`config.mk`:
```
export PLATFORM = sky130hd
export DESIGN_NAME = rx_hold_fifo
export DESIGN_NICKNAME = d
export VERILOG_FILES = /design/src/rtl/rxf_pkg.sv /design/src/rtl/rxf_store.sv /design/src/rtl/rxf_hold.sv /design/src/rtl/rxf_status.sv /design/src/rtl/rx_hold_fifo.sv
export SDC_FILE = /design/constraint.sdc
export NUM_CORES = 1
export LEC_CHECK = 0
export BUFFER_PORTS_ARGS = -buffer_cell sky130_fd_sc_hd__buf_2
export CAP_MARGIN = 30
export CORE_ASPECT_RATIO = 0.9
export CORE_MARGIN = 10
export CORE_UTILIZATION = 35
export CTS_CLUSTER_DIAMETER = 120
export DETAILED_ROUTE_END_ITERATION = 10
export GPL_TIMING_DRIVEN = 0
export PLACE_DENSITY = 0.49
export SETUP_SLACK_MARGIN = 0.05
export SLEW_MARGIN = 25
export SYNTH_ARGS = -nofsm -noshare
export SYNTH_HDL_FRONTEND = slang
export SYNTH_HIERARCHICAL = 1
export SYNTH_SLANG_ARGS = --single-unit
```
`constraint.sdc`:
```
create_clock -name clk -period 6.7 [get_ports clk]
set_input_delay 0.67 -clock clk [delete_from_list [all_inputs] [get_ports clk]]
set_output_delay 0.67 -clock clk [all_outputs]
set_load 0.02 [all_outputs]
```
`src/rtl/rxf_pkg.sv`:
```
package rxf_pkg;
  parameter int RXF_DW = 8;

  typedef struct packed {
    logic pe;
    logic fe;
    logic brk;
  } rxf_flags_t;

  typedef struct packed {
    logic [RXF_DW-1:0] data;
    rxf_flags_t        flg;
  } rxf_entry_t;
endpackage

```
`src/rtl/rxf_store.sv`:
```
module rxf_store
  import rxf_pkg::*;
#(
  parameter int DEPTH = 3
) (
  input  logic       clk,
  input  logic       rst_n,
  input  logic       realign,
  input  logic       wr_en,
  input  rxf_entry_t wr_ent,
  input  logic       pop,
  output rxf_entry_t head_ent,
  output logic       not_empty,
  output logic       full
);
  localparam int PW = (DEPTH > 1) ? $clog2(DEPTH) : 1;
  localparam int CW = $clog2(DEPTH + 1);
  localparam logic [PW-1:0] LAST = PW'(DEPTH - 1);
  localparam logic [CW-1:0] CMAX = CW'(DEPTH);

  rxf_entry_t    mem [DEPTH];
  logic [PW-1:0] wr_ptr, rd_ptr;
  logic [CW-1:0] count;
  logic          do_rd;

  function automatic logic [PW-1:0] step(input logic [PW-1:0] p);
    return (p == LAST) ? '0 : p + 1'b1;
  endfunction

  // A pop on an empty queue still moves the read pointer (stale read).
  assign do_rd     = pop && (count != '0);
  assign head_ent  = mem[rd_ptr];
  assign not_empty = (count != '0);
  assign full      = (count == CMAX);

  always_ff @(posedge clk or negedge rst_n) begin
    if (!rst_n) begin
      wr_ptr <= '0;
      rd_ptr <= '0;
      count  <= '0;
      for (int i = 0; i < DEPTH; i++) mem[i] <= '0;
    end else if (realign) begin
      wr_ptr     <= '0;
      rd_ptr     <= '0;
      count      <= '0;
      mem[0].flg <= '0;
    end else begin
      if (wr_en) begin
        mem[wr_ptr] <= wr_ent;
        wr_ptr      <= step(wr_ptr);
      end
      if (pop) rd_ptr <= step(rd_ptr);
      case ({wr_en, do_rd})
        2'b10:   count <= count + 1'b1;
        2'b01:   count <= count - 1'b1;
        default: count <= count;
      endcase
    end
  end
endmodule

```
`src/rtl/rxf_hold.sv`:
```
module rxf_hold
  import rxf_pkg::*;
(
  input  logic       clk,
  input  logic       rst_n,
  input  logic       rx_enable,
  input  logic       rx_reset,
  input  logic       err_reset,
  input  logic       rts_ctl_en,
  input  logic       start_det,
  input  logic       chr_valid,
  input  rxf_entry_t chr_ent,
  input  logic       pop,
  input  logic       full,
  output logic       wr_en,
  output rxf_entry_t wr_ent,
  output logic       overrun,
  output logic       rts_n
);
  logic       hold_vld;
  rxf_entry_t hold_ent;
  logic       rts_neg;
  logic       space, chr_ok, start_ok;

  assign space    = !full || pop;
  assign chr_ok   = chr_valid && rx_enable && !rx_reset;
  assign start_ok = start_det && rx_enable && !rx_reset;
  assign wr_en    = (hold_vld && rx_enable && !rx_reset) ? space : (chr_ok && space);
  assign wr_ent   = hold_vld ? hold_ent : chr_ent;
  assign rts_n    = rts_ctl_en && rts_neg && full;

  always_ff @(posedge clk or negedge rst_n) begin
    if (!rst_n) begin
      hold_vld <= 1'b0;
      hold_ent <= '0;
      overrun  <= 1'b0;
      rts_neg  <= 1'b0;
    end else begin
      if (err_reset) overrun <= 1'b0;

      if (!rx_enable || rx_reset) begin
        hold_vld <= 1'b0;
      end else if (hold_vld) begin
        if (space) begin
          hold_vld <= chr_ok;
          hold_ent <= chr_ent;
        end else if (chr_ok) begin
          hold_ent <= chr_ent;
          overrun  <= 1'b1;
        end else if (start_ok) begin
          hold_vld <= 1'b0;
          overrun  <= 1'b1;
        end
      end else if (chr_ok && !space) begin
        hold_vld <= 1'b1;
        hold_ent <= chr_ent;
      end

      if (!full || rx_reset)                rts_neg <= 1'b0;
      else if (start_ok && rts_ctl_en)      rts_neg <= 1'b1;
    end
  end
endmodule

```
`src/rtl/rxf_status.sv`:
```
module rxf_status
  import rxf_pkg::*;
(
  input  logic       clk,
  input  logic       rst_n,
  input  logic       block_mode,
  input  logic       err_reset,
  input  logic       not_empty,
  input  rxf_flags_t head_flg,
  output rxf_flags_t rep_flg
);
  rxf_flags_t live, acc;

  assign live    = not_empty ? head_flg : '0;
  assign rep_flg = block_mode ? (acc | live) : live;

  // Accumulating the head every cycle covers every entry that reaches it.
  always_ff @(posedge clk or negedge rst_n) begin
    if (!rst_n)         acc <= '0;
    else if (err_reset) acc <= '0;
    else                acc <= acc | live;
  end
endmodule

```
`src/rtl/rx_hold_fifo.sv`:
```
module rx_hold_fifo
  import rxf_pkg::*;
#(
  parameter int DEPTH = 3
) (
  input  logic              clk,
  input  logic              rst_n,
  input  logic              rx_enable,
  input  logic              rx_reset,
  input  logic              err_reset,
  input  logic              block_mode,
  input  logic              rts_ctl_en,
  input  logic              start_det,
  input  logic              chr_valid,
  input  logic [RXF_DW-1:0] chr_data,
  input  logic              chr_pe,
  input  logic              chr_fe,
  input  logic              chr_brk,
  input  logic              rd_pop,
  output logic [RXF_DW-1:0] rd_data,
  output logic              rd_pe,
  output logic              rd_fe,
  output logic              rd_brk,
  output logic              rx_ready,
  output logic              rx_full,
  output logic              overrun,
  output logic              rts_n
);
  rxf_entry_t chr_ent, wr_ent, head_ent;
  rxf_flags_t rep_flg;
  logic       wr_en;

  assign chr_ent = '{data: chr_data, flg: '{pe: chr_pe, fe: chr_fe, brk: chr_brk}};

  rxf_hold u_hold (
    .clk, .rst_n, .rx_enable, .rx_reset, .err_reset, .rts_ctl_en,
    .start_det, .chr_valid, .chr_ent, .pop(rd_pop), .full(rx_full),
    .wr_en, .wr_ent, .overrun, .rts_n
  );

  rxf_store #(.DEPTH(DEPTH)) u_store (
    .clk, .rst_n, .realign(rx_reset), .wr_en, .wr_ent, .pop(rd_pop),
    .head_ent, .not_empty(rx_ready), .full(rx_full)
  );

  rxf_status u_status (
    .clk, .rst_n, .block_mode, .err_reset, .not_empty(rx_ready),
    .head_flg(head_ent.flg), .rep_flg
  );

  assign rd_data = head_ent.data;
  assign rd_pe   = rep_flg.pe;
  assign rd_fe   = rep_flg.fe;
  assign rd_brk  = rep_flg.brk;
endmodule

```
Yosys cells after proc, flatten, opt, wreduce, memory -nomap -nowiden
Cells that the tools add are included.
{ "word_totals": {"output_inout_bits": 15, "inputBits": 21, "elab_cells": 110, "regBits": 56} }
{ "op_classes": {"n_addsub": 4, "mux": 39, "bitwise": 5, "order_cmp": 3, "n_reduce_logical": 28, "n_eq_ne": 6} }
{ "op_table": {"columns": ["op", "n"], "rows": [
  ["11-bit two-way mux", 8],
  ["33-bit bitwise mux", 1],
  ["25-bit two-way mux", 1],
  ["11-bit binary-select mux with 2-bit select", 1],
  ["11-bit demux with 2-bit select", 1],
  ["1-bit two-way mux", 15],
  ["2-bit two-way mux", 7],
  ["1-bit logical AND", 13],
  ["3-bit two-way mux", 4],
  ["2-bit nonzero test", 5],
  ["2-bit equality test (second input constant)", 4],
  ["2-bit by 1-bit adder with 2-bit output (second input constant)", 3],
  ["3-bit >= comparator (second input constant)", 2],
  ["2-bit NOT with 3-bit output", 2],
  ["1-bit logical NOT", 4],
  ["2-bit one-hot mux with 2 select lines", 1],
  ["1-bit logical OR", 3],
  ["3-bit by 1-bit < comparator with 1-bit output (second input constant)", 1],
  ["3-bit != test (second input constant)", 1],
  ["3-bit bitwise OR", 1],
  ["3-bit AND reduction", 1],
  ["3-bit nonzero test", 1],
  ["2-bit by 1-bit equality test with 1-bit output (second input constant)", 1],
  ["1-bit NOT", 2],
  ["2 further kinds", 2]
]} }

Logic depth before layout (Yosys ltp)
Gate-level depths: netlist of the first run.
{ "logic_depth": {"depth_word": 8, "depth_mapped": 8, "depth_no_buf": 6} }

Modules after synthesis
The synthesis of the first run kept the hierarchy.
{ "modules_own_cells": {"columns": ["module", "cells_each", "seq_area_each_um2", "area_per_inst_um2", "n_inst"], "rows": [
  ["rxf_store", 143, 975.9, 1825.5, 1],
  ["rxf_hold", 119, 350.3, 1151.1, 1],
  ["rxf_status", 12, 75.1, 130.1, 1]
]} }

Worst setup path before layout of the first run
Ideal clock, no wire load.
{ "synth_path": {"kind": "input to register", "startpoint": "in rx_reset", "endpoint": "reg u_store/mem[0] (netlist name)", "path_slack_ns": 4.068, "cell_stages": 8, "path_buffers": 3, "arrival_ns": 2.507, "required_time_ns": 6.575, "setup_ns": 0.125, "path_cell_list": "nand2b_4 > buf_6 > buf_2 > nor3_1 > nand2b_4 > nor3b_2 > buf_6 > mux2_2"} }
{ "synth_via": {"elab_chain_len": 5, "word_cells_on_any_way": 7, "classes_between": "mux: 1; bitwise: 1; reduce/logical: 5"} }
{ "synth_rtl": {"columns": ["element", "line", "text"], "rows": [
  ["start, declared", "rx_hold_fifo.sv:9", "input logic rx_reset,"],
  ["1-bit logical NOT (*)", "rxf_hold.sv:26, rxf_hold.sv:28", null],
  ["1-bit logical AND", "rxf_hold.sv:26", "assign chr_ok = chr_valid && rx_enable && !rx_reset;"],
  ["1-bit logical AND", "rxf_hold.sv:28", "assign wr_en = (hold_vld && rx_enable && !rx_reset) ? space : (chr_ok && space);"],
  ["1-bit two-way mux (*)", "rxf_hold.sv:28", null],
  ["named net wr_en", "rx_hold_fifo.sv:31", "logic wr_en;"],
  ["2-bit AND reduction (no source line) (*)", null, null],
  ["end signal, assigned by index", "rxf_store.sv:49", "mem[wr_ptr] <= wr_ent;"],
  ["end, declared", "rxf_store.sv:21", "rxf_entry_t mem [DEPTH];"]
]} }
The timed path passes the listed nets; every way through them passes the cells marked *.
A chain may end at the register's enable or synchronous reset.

Worst setup path in the final report of the first run
{ "layout_path": {"startpoint": "in rx_reset", "endpoint": "reg u_store/mem[32] (netlist name)"} }
The elaborated chain is that of the path after synthesis.

==> results of run 1 <==
-- through the flow --
step	setup slack, ps	util, %
detailed placement	3480	39.9
global placement	3520	39.9
CTS	3820	41.0
finish	3860	41.0
global route	3690	41.0
floorplan	4070	-
-- state kept, by name, summed over array words and instances, names as in the netlist --
signal and cells:
u_hold/rts_neg 1, u_hold/hold_ent 11, u_hold/hold_vld 1, u_store/wr_ptr 2
u_store/mem 33, u_status/acc 3, u_hold/overrun 1, u_store/count 2
u_store/rd_ptr 2
-- worst reg2reg max path, cell delays in order, from the launching register on --
cell      delay [ps]
dfrtp_1          430
and2_1           270
and2b_4          220
nor3_1           650
nand2b_4         170
nor3_4           470
mux2_2           400
-- cells in the final DEF (no fill, tap or decap), types with 2 or more instances in the layout --
cell type,Yosys,final
a21oi_1,7,7
a221oi_1,2,2
a221oi_2,9,9
a22o_2,2,2
and4bb_2,3,3
buf_2,9,43
buf_4,2,3
buf_6,6,6
clkbuf_1,3,3
clkbuf_8,0,5
clkinvlp_4,0,2
dfrtp_1,56,56
inv_1,13,13
mux2_2,30,30
mux2i_1,19,19
nand2_1,25,25
nand2b_4,2,2
nor2_1,11,11
nor2b_1,12,12
nor3b_1,3,3
nor3b_2,2,2
nor4bb_1,8,8
o21ai_0,13,13
o21ai_1,12,12
o31ai_2,10,10
or2_2,2,2
-- cell type report --
class	instances	area (um^2)
Multi-Input combinational cell	185	1520
Timing Repair Buffer	35	178
Tap cell	119	149
Inverter	13	48.8
Clock inverter	3	23.8
Fill cell	869	5080
Clock buffer	5	68.8
Buffer	20	139
Sequential cell	56	1400
-- kinds of logic after synthesis --
logic type,share of synthesized area (%)
mux,17.0
flops,45.1
compound gates,16.0
buf+inv,6.04
simple gates,15.8
-- routing by layer --
layer	global-route usage, %	wire length [um]	vias up
li1	-	-	1065
met4	2.58	55	0
met5	0	0	-
met3	2.67	298	4
met1	16.6	3860	1105
met2	20.0	3480	39
-- power groups by stage --
| stage | Clock, mW | Combinational [mW] | Sequential [mW] |
|---|---|---|---|
| 2_1_floorplan | 0 | 0.0758 | 0.377 |
| 3_3_place_gp | 0 | 0.118 | 0.379 |
| 3_5_place_dp | 0 | 0.119 | 0.380 |
| 4_1_cts | 0.201 | 0.120 | 0.373 |
| 5_1_grt | 0.215 | 0.130 | 0.377 |
| 6_report | 0.192 | 0.116 | 0.373 |
-- final timing paths --
kind | cells past startpoint | slack (ps) | startpoint | to
max in group asynchronous | 1 | 5810 | rst_n | u_store/mem[2]
min reg2reg | 2 | 510 | u_status/acc[1] | u_status/acc[1]
max | 8 | 3860 | rx_reset | u_store/mem[32]
min in group clk | 2 | 510 | u_status/acc[1] | u_status/acc[1]
max reg2reg | 6 | 4000 | u_store/count[1] | u_store/mem[32]
min | 1 | 400 | rst_n | u_hold/hold_ent[9]
==> summary.txt, run 1 <==
Power
  • Combinational cell fraction of total power: ~17%
  • Psw: just under 0.2 mW
  • Clock group share of total power: 28.2%
  • Peak supply drop: roughly 0.097 mV
  • Power Total: 0.681 mW
  • Leakage: around 1.5 nW
  • Net Sw Frac: just under 30%
  • Pint: between 0.4 and 0.5 mW
  • Flop pwr share: a little over half
  • Cell Pwr Density: 193 mW/mm^2

Placement
  • Placement-stage cell area: 0.00343 mm^2
  • Placed Cells incl. Taps: between 400 and 500
  • Routability congestion estimate from global placement: between 0.7 and 0.8
  • DP HPWL: about 5.4 mm
  • I/O Buffers: 35

Clock tree
  • Post-CTS setup buffer count: 0
  • Worst-path clk slew: about 100 ps
  • H-Tree Depth: 2
  • Number of gates resized after cts: 0
  • # clock sinks: 56
  • Clk Latency, worst-skew pair: 320 ps
  • Root Buffer: clkbuf_8
  • CTS Buf Count: 5
  • CTS tree: built
  • Max Buffers Root-to-Sink: 2
  • # hold bufs at CTS: 0

STA
  • Fmax: around 350 MHz
  • Layout Skew: roughly 11 ps
  • Slew @ Worst Pin: around 850 ps
  • RSZ-0062 raised after global routing: no
  • Final setup viols: 0
  • TNS Setup: 0 ps
  • Max Slew Vio Count: 0
  • Hold_ws: between 300 and 400 ps
  • Max-slew headroom: between 40% and 50%
  • Final Hold Vio Count: 0
  • Tcrit/Tclk final: a little over two fifths
  • Crit path time final: approximately 2800 ps

Setup path
  • Buf/Inv on CP: 3
  • Critical path's top delay family: simple AND/OR/NAND/NOR gates
  • Max incr delay on CP: 720 ps
  • CP max stage cell: nor3_1
  • Worst path cell trace: buf_2 -> nand2b_4 -> buf_6 -> buf_2 -> nor3_1 -> nand2b_4 -> nor3_4 -> mux2_2
  • WP data required: around 7000 ps
  • Critical Path Fanout Max: 10
  • Arr. time, crit path: approximately 3000 ps
  • Critical path class: primary input to register
  • CP Launch Type: primary input
  • Worst setup EP type: register

Drt
  • Via density: around 5
  • DRC viols: 0
  • Routed wire length: roughly 7.7 mm
  • DRT Pass-1 Iters: 4
  • Post-route ant nets: 0
  • 1st-iter DRT viols: approximately 110
  • Drt wl/cell: about 18 um
  • Via count: approximately 2200

Cells and area
  • Non-filler instance count after layout: approximately 440
  • Share of cells above drive strength 1: 38.8%
  • Final net count: between 300 and 400
  • Post-Layout Inst Area: about 0.0035 mm^2
  • Diode count: 0
  • Area delta synth->final: 13.5%

Yosys
  • Syn nets: approximately 300
  • Number of synthesized flops with an enable pin: 0
  • Post-synth top area cell: dfrtp_1
  • Top_reg_cell synth: dfrtp_1
  • Synth cell count leaders: 56 x dfrtp_1, 30 x mux2_2, 25 x nand2_1, 19 x mux2i_1
  • Post-Synthesis Cells: between 200 and 300
  • Top-area cell type share of the netlist area: between 40% and 50%
  • Post-Syn Area: roughly 0.0031 mm^2
  • Register area share after synthesis: 45.1%
  • Average cell area after synthesis: between 10 and 15 um^2
  • Synth area leaders: dfrtp_1 45%, mux2_2 11%, mux2i_1 6.1%, a221oi_2 4.3%, o31ai_2 4.0%
  • Top-count cell post-synth: dfrtp_1
  • Post-synth ARST share: between 90% and 100%
  • Ys Warns: 6
  • FF+latch count, synth: 56
  • Distinct cells, synth: 37

GRT
  • Grt ovf: 0
  • All-layer global routing usage: 12.3%
  • Global-route wire length before repair: between 10 and 15 mm
  • Initial antenna violation count: 0
  • Vias in the first global route: between 2000 and 2500
  • Largest net degree at the start of global routing: between 50 and 60

Run status
  • Status: complete, no violations

Die
  • Num rows: 32
  • Die ar.: around 0.013 mm^2
  • Core Box Area: ~0.0086 mm^2
  • I/O pin cnt: 36
  • Die width: roughly 120 um
  • Initial Util: a little over a third
  • Die H: 109 um

Job
  • Max cap viols: 0

Hold path
  • Hold Crit Class: primary input to async pin
No activity file was read; power rests on OpenSTA's default activity.
==> inputs of run 2 (changes only) <==
Settings changed: ABC_AREA set to 1, PLACE_DENSITY 0.49 to 0.52.
Clock period 6.7 ns to 2.5 ns, I/O delays scaled along.
==> summary.txt, run 2 <==
Run status
  • Status: finished, violations left
  • Violated checks: hold timing

STA
  • Final Hold Vio Count: 6 (+6)
  • Crit path time final: 1960 ps
  • Final setup viols: 0 (unchanged)
  • TNS Setup: 0 ps (unchanged)
  • Layout Skew: 10.2 ps (-0.843 ps)
  • RSZ-0062 raised after global routing: no
  • Tcrit/Tclk final: a little under 80%
  • Max Slew Vio Count: 0 (unchanged)
  • Slew @ Worst Pin: 736 ps (-110 ps)
  • Hold_ws: -19.1 ps (-417 ps)
  • Fmax: slightly above 500 MHz
  • Max-slew headroom: 50.9% (+7.8 points)

Setup path
  • R2r startpoint: u_store/count[0]
  • Reg2reg path depth: 11 (+5)
  • WP data required: 2250 ps (-4650 ps)
  • R2R setup slack: 700 ps (-3300 ps)
  • Critical path class: register to output pin
  • CP Launch Type: register
  • Critical Path Fanout Max: 10 (unchanged)
  • Max incr delay on CP: 380 ps (-340 ps)
  • R2R Path End: u_store/mem[19]
  • Worst setup EP type: output pin
  • Arr. time, crit path: 1710 ps (-1330 ps)
  • CP max stage cell: dfrtp_1
  • Worst path cell trace: buf_6 -> inv_2 -> buf_2 -> nand3_1 -> o21ai_0 -> nand2_1 -> o21ai_0 -> buf_2

GRT
  • Vias in the first global route: 2271 (-4.8%)
  • Largest net degree at the start of global routing: 57 (unchanged)
  • Global-route wire length before repair: 11.6 mm (-9.6%)
  • All-layer global routing usage: 11.9% (-0.44 points)
  • Grt ovf: 0 (unchanged)
  • Initial antenna violation count: 0 (unchanged)

Cells and area
  • Commonest non-fill, non-tap cell in the layout: nand2_1
  • Max FFs per register: 33 (unchanged)
  • Largest regs: u_store/mem x33, u_hold/hold_ent x11, u_status/acc x3
  • Most flops, register: u_store/mem
  • Commonest cells after routing, fill and taps aside: 110 x nand2_1, 56 x dfrtp_1, 44 x buf_2
  • Register Area: 0.00140 mm^2 (unchanged)
  • Final net count: 403 (+20%)
  • Share of cells above drive strength 1: 20.4% (-18 points)
  • Filler cell count: 841 (-3.2%)
  • Multi-input gate area: 0.00109 mm^2 (-28%)
  • Diode count: 0 (unchanged)
  • Non-filler instance count after layout: 479 (+9.9%)
  • Area delta synth->final: 14.0%

Clock tree
  • Clk Latency, worst-skew pair: 310 ps (about the same)
  • Root Buffer: clkbuf_8
  • CTS Buf Count: 5 (unchanged)
  • Number of gates resized after cts: 0 (unchanged)
  • # clock sinks: 56 (unchanged)
  • Worst-path clk slew: 90 ps (about the same)
  • Post-CTS setup buffer count: 0 (unchanged)
  • # hold bufs at CTS: 0 (unchanged)
  • CTS tree: built
  • H-Tree Depth: 2 (unchanged)
  • Max Buffers Root-to-Sink: 2 (unchanged)

Drt
  • DRC viols: 0 (unchanged)
  • 1st-iter DRT viols: 100 (-5.7%)
  • Post-route ant nets: 0 (unchanged)
  • Routed wire length: 6.85 mm (-11%)
  • DRT Pass-1 Iters: 4 (unchanged)
  • Via density: 4.78 (-5.9%)
  • Drt wl/cell: 14.3 um (-19%)
  • Via count: 2288 (+3.4%)

Die
  • Core Box Area: 0.00762 mm^2 (-11%)
  • Die ar.: 0.0118 mm^2 (-9.3%)
  • Die width: 114 um (-4.8%)
  • Initial Util: 36.2% (+0.084 points)
  • Die H: 104 um (-4.7%)
  • Num rows: 30 (-6.3%)
  • I/O pin cnt: 36 (unchanged)

Yosys
  • Top-count cell post-synth: nand2_1
  • Distinct cells, synth: 24 (-35%)
  • Register area share after synthesis: 50.8% (+5.7 points)
  • FF+latch count, synth: 56 (unchanged)
  • Syn nets: 361 (+22%)
  • Top_reg_cell synth: dfrtp_1
  • Post-synth ARST share: 100% (unchanged)
  • Top-area cell type share of the netlist area: 50.8% (+5.7 points)
  • Average cell area after synthesis: 8.11 um^2 (-28%)
  • Ys Warns: 6 (unchanged)
  • Synth area leaders: dfrtp_1 51%, nand2_1 15%, o21ai_1 5.4%, inv_1 5.3%, nand3_1 5.3%
  • Post-synth top area cell: dfrtp_1
  • Post-Syn Area: 0.00276 mm^2 (-11%)
  • Number of synthesized flops with an enable pin: 0 (unchanged)
  • Post-Synthesis Cells: 340 (+24%)
  • Synth cell count leaders: 110 x nand2_1, 56 x dfrtp_1, 39 x inv_1, 30 x o21ai_1, 29 x nand3_1

Power
  • Net Sw Frac: 31.2% (+2.1 points)
  • Flop pwr share: 53.7% (-1.1 points)
  • Clock group share of total power: 25.7% (-2.5 points)
  • Power Total: 1.94 mW (+190%)
  • Cell Pwr Density: 619 mW/mm^2 (+220%)
  • Psw: 0.607 mW (+210%)
  • Combinational cell fraction of total power: 20.6% (+3.5 points)
  • Pint: 1.34 mW (+180%)
  • Peak supply drop: 0.211 mV (+120%)
  • Leakage: 1.60 nW (+10%)

Placement
  • Routability congestion estimate from global placement: 0.757 (+0.72%)
  • I/O Buffers: 35 (unchanged)
  • Placed Cells incl. Taps: 471 (+10%)
  • DP HPWL: 4.87 mm (-9.1%)

Hold path
  • Hold Crit Class: primary input to async pin

Job
  • Max cap viols: 0 (unchanged)
-- run 2: cell count changes after synthesis, moves of 12 or more --
cell,before,now
o21ai_1,12,30
nand2_1,25,110
mux2_2,30,0
mux2i_1,19,0
nand3_1,0,29
nor2b_1,12,0
inv_1,13,39
-- run 2: cell families after synthesis --
logic type             count (synthesis)  synth area share (%)
flip-flops                            56                  50.8
AO/OA/AOI/OAI                         66                  14.8
AND/OR/NAND/NOR                      161                  25.0
buffers and inverters                 57                  9.44
-- run 2: layer usage --
layer | GRT usage [%] | vias up | wire [um]
li1 | - | 1175 | -
met1 | 16.0 | 1072 | 3370
met2 | 18.8 | 36 | 3190
met3 | 2.77 | 5 | 243
met4 | 2.17 | 0 | 44
met5 | 0 | - | 0
-- run 2: final cells by class --
class,instances,area share [%]
clock buffer,6,2.31
clock inverter,2,0.518
inverter,41,4.90
timing repair buffer,35,5.65
sequential,56,44.6
buffer,16,3.38
tap,96,3.82
multi-input combinational,227,34.8
-- run 2: worst max path at each step --
stage                      startpoint         endpoint  slack, ps  depth (start not counted)
floorplan            u_store/count[1]  u_store/mem[17]        920                         11
global placement     u_store/count[1]  u_store/mem[17]        730                         11
detailed placement   u_store/count[0]  u_store/mem[19]        720                         11
CTS                 u_store/rd_ptr[0]           rd_brk        480                          8
global route        u_store/rd_ptr[0]           rd_brk        340                          8
finish              u_store/rd_ptr[0]           rd_brk        540                          8
-- run 2: stage by stage --
| stage | utilization, % | instance area [um^2] | worst slack (ps) |
|---|---|---|---|
| after floorplan | - | 2760 | 922 |
| after global placement | 40.0 | 3050 | 732 |
| after detailed placement | 40.1 | 3050 | 717 |
| after CTS | 41.2 | 3140 | 481 |
| after global routing | 41.2 | 3140 | 337 |
| final | 41.2 | 3140 | 536 |
-- run 2: power by group through the flow --
stage / Sequential [mW] / Combinational (mW) / Clock (mW)
2_1_floorplan: 1.05 / 0.276 / 0
3_3_place_gp: 1.06 / 0.404 / 0
3_5_place_dp: 1.06 / 0.408 / 0
4_1_cts: 1.04 / 0.409 / 0.529
5_1_grt: 1.06 / 0.454 / 0.569
6_report: 1.04 / 0.401 / 0.500
-- run 2: critical path, delay by kind of cell, from the launching register on --
kind,cells,cell delay (ps)
and+or+nand+nor,2,200
buffers and inverters,4,620
AOI/OAI and AO/OA,2,210
DFF,1,380
==> inputs of run 3 (changes only) <==
Clock period 2.5 ns to 1.8 ns, I/O delays scaled along.
==> summary.txt, run 3 (synthesis gave the netlist of run 2 again) <==
Run status
  • Status: complete, no violations

STA
  • Fmax: 576 MHz
  • Max-slew headroom: 51.0% (+0.084 points)
  • Crit path time final: ~1700 ps
  • Final setup viols: 0 (unchanged)
  • Layout Skew: 10.7 ps (+0.448 ps)
  • Max Slew Vio Count: 0 (unchanged)
  • Setup ws final: 62.5 ps (-473 ps)
  • Final Hold Vio Count: 0 (-6)
  • Slew @ Worst Pin: 735 ps (-1.26 ps)
  • Tcrit/Tclk final: a little over nine tenths
  • RSZ-0062 raised after global routing: yes
  • TNS Setup: 0 ps (unchanged)

Job
  • Max cap viols: 0 (unchanged)

Drt
  • 1st-iter DRT viols: 126 (+26%)
  • Via count: 2381 (+4.1%)
  • DRT Pass-1 Iters: 4 (unchanged)
  • Drt wl/cell: 14.7 um (+2.5%)
  • Via density: 4.79 (+0.30%)
  • Routed wire length: 7.28 mm (+6.4%)
  • Post-route ant nets: 0 (unchanged)
  • DRC viols: 0 (unchanged)

Clock tree
  • Worst-path clk slew: 100 ps (about the same)
  • CTS tree: built
  • Max Buffers Root-to-Sink: 2 (unchanged)
  • Root Buffer: clkbuf_8
  • # clock sinks: 56 (unchanged)
  • CTS Buf Count: 5 (unchanged)
  • H-Tree Depth: 2 (unchanged)
  • Clk Latency, worst-skew pair: 310 ps (about the same)

Power
  • Cell Pwr Density: 810 mW/mm^2 (+31%)
  • Power Total: 2.86 mW (+47%)
  • Leakage: 1.76 nW (+10%)
  • Peak supply drop: 0.294 mV (+40%)

Die
  • Core Box Area: 0.00762 mm^2 (unchanged)
  • Die ar.: 0.0118 mm^2 (unchanged)
  • I/O pin cnt: 36 (unchanged)
  • Num rows: 30 (unchanged)
  • Die width: 114 um (unchanged)
  • Die H: 104 um (unchanged)
  • Initial Util: 36.2% (unchanged)

Setup path
  • CP most frequent cell: buf_6
  • Worst setup EP type: output pin
  • CP Launch Type: register
  • R2r startpoint: u_store/count[0]
  • Max incr delay on CP: 390 ps (about the same)
  • WP data required: 1620 ps (-630 ps)
  • Arr. time, crit path: 1560 ps (-150 ps)
  • CP max stage cell: dfrtp_1
  • Worst path cell trace: buf_6 -> or2_4 -> buf_6 -> o211ai_4 -> buf_6
  • Critical path class: register to output pin
  • Critical Path Fanout Max: 7 (-3)
  • Setup crit start: u_store/rd_ptr[1]

Placement
  • Worst slack, placed: 17.3 ps (-700 ps)
  • DP HPWL: 4.87 mm (unchanged)
  • I/O Buffers: 35 (unchanged)
  • Routability congestion estimate from global placement: 0.757 (unchanged)
  • Placement-stage cell area: 0.00305 mm^2 (unchanged)

Hold path
  • Hold Crit Class: primary input to register
  • HP Start: err_reset

Cells and area
  • Commonest non-fill, non-tap cell in the layout: nand2_1
  • Diode count: 0 (unchanged)
  • Largest regs: u_store/mem x33, u_hold/hold_ent x11, u_status/acc x3
  • Max FFs per register: 33 (unchanged)
  • Util after Layout: 46.3% (+5.0 points)
  • Post-Layout Inst Area: 0.00353 mm^2 (+12%)
  • Share of cells above drive strength 1: 26.7% (+6.3 points)
  • Final net count: 421 (+4.5%)
  • Commonest cells after routing, fill and taps aside: 110 x nand2_1, 56 x dfrtp_1, 38 x inv_1
  • Area delta synth->final: 27.9%
  • Most flops, register: u_store/mem

GRT
  • Vias in the first global route: 2298 (+1.2%)
  • Global-route wire length before repair: 11.7 mm (+1.3%)
  • Initial antenna violation count: 0 (unchanged)
  • Grt ovf: 0 (unchanged)
  • All-layer global routing usage: 12.0% (+0.13 points)
  • Largest net degree at the start of global routing: 57 (unchanged)
## run 3: cell count changes in the layout (fill, tap and decap cells not counted), moves of 2 or more
cell | before | now
buf_2 | 44 | 24
buf_4 | 2 | 20
buf_6 | 4 | 19
o21ai_0 | 12 | 6
nand3_4 | 0 | 3
o21ai_1 | 30 | 33
o21ai_2 | 0 | 3
o22ai_1 | 4 | 1
o22ai_2 | 0 | 3
buf_8 | 0 | 2
clkbuf_16 | 0 | 2
nand3_1 | 29 | 27
## run 3: where the power goes
| group | switching [mW] | total [mW] | internal (mW) |
|---|---|---|---|
| logic | 0.400 | 0.709 | 0.308 |
| clock network | 0.421 | 0.699 | 0.278 |
| registers | 0.0687 | 1.45 | 1.38 |
## run 3: cell type report
type / instances / area [um^2]
clock buffer: 6 / 72.6
sequential: 56 / 1400
timing repair buffer: 53 / 412
inverter: 41 / 156
buffer: 16 / 166
multi-input combinational: 227 / 1180
fill: 796 / 4090
tap: 96 / 120
clock inverter: 2 / 16.3
## run 3: critical path: cells and delay by family (launching register included)
family	cells	cell delay, ps
and+or+nand+nor	1	260
buffers and inverters	3	420
DFF	1	390
AOI/OAI and AO/OA	1	170
## run 3: what timing repair did
action / in CTS / in global routing
buffers inserted: 4 / 10
hold endpoints to repair: 56 / 0
hold buffers: 1 / 0
gates cloned: 1 / 2
pin swaps: 0 / 6
setup endpoints to repair: 21 / 46
resized for setup: 23 / 45
## run 3: routing by layer
| metal | wire length, um | track usage, % |
|---|---|---|
| met1 | 3540 | 16.3 |
| met5 | 0 | 0 |
| met3 | 276 | 2.77 |
| met4 | 44 | 2.17 |
| met2 | 3420 | 18.9 |
## run 3: path summary, 6_finish.rpt
| check | cells past startpoint | slack (ps) | end |
|---|---|---|---|
| max in group asynchronous | 2 | 850 | u_store/mem[6] |
| worst min-delay path | 2 | 70 | u_status/acc[1] |
| min in group asynchronous | 2 | 460 | u_store/rd_ptr[1] |
| worst max-delay path | 5 | 60 | rd_data[2] |
| worst min register to register | 2 | 480 | u_hold/hold_ent[7] |
| worst max register to register | 11 | 120 | u_store/mem[28] |
## run 3: per-stage QoR
stage / hold WS (ps) / cells
global placement: 398 / 471
global route: 67.1 / 497
CTS: 63.0 / 485
detailed placement: 300 / 471
floorplan: -116 / 340
finish: 66.8 / 497
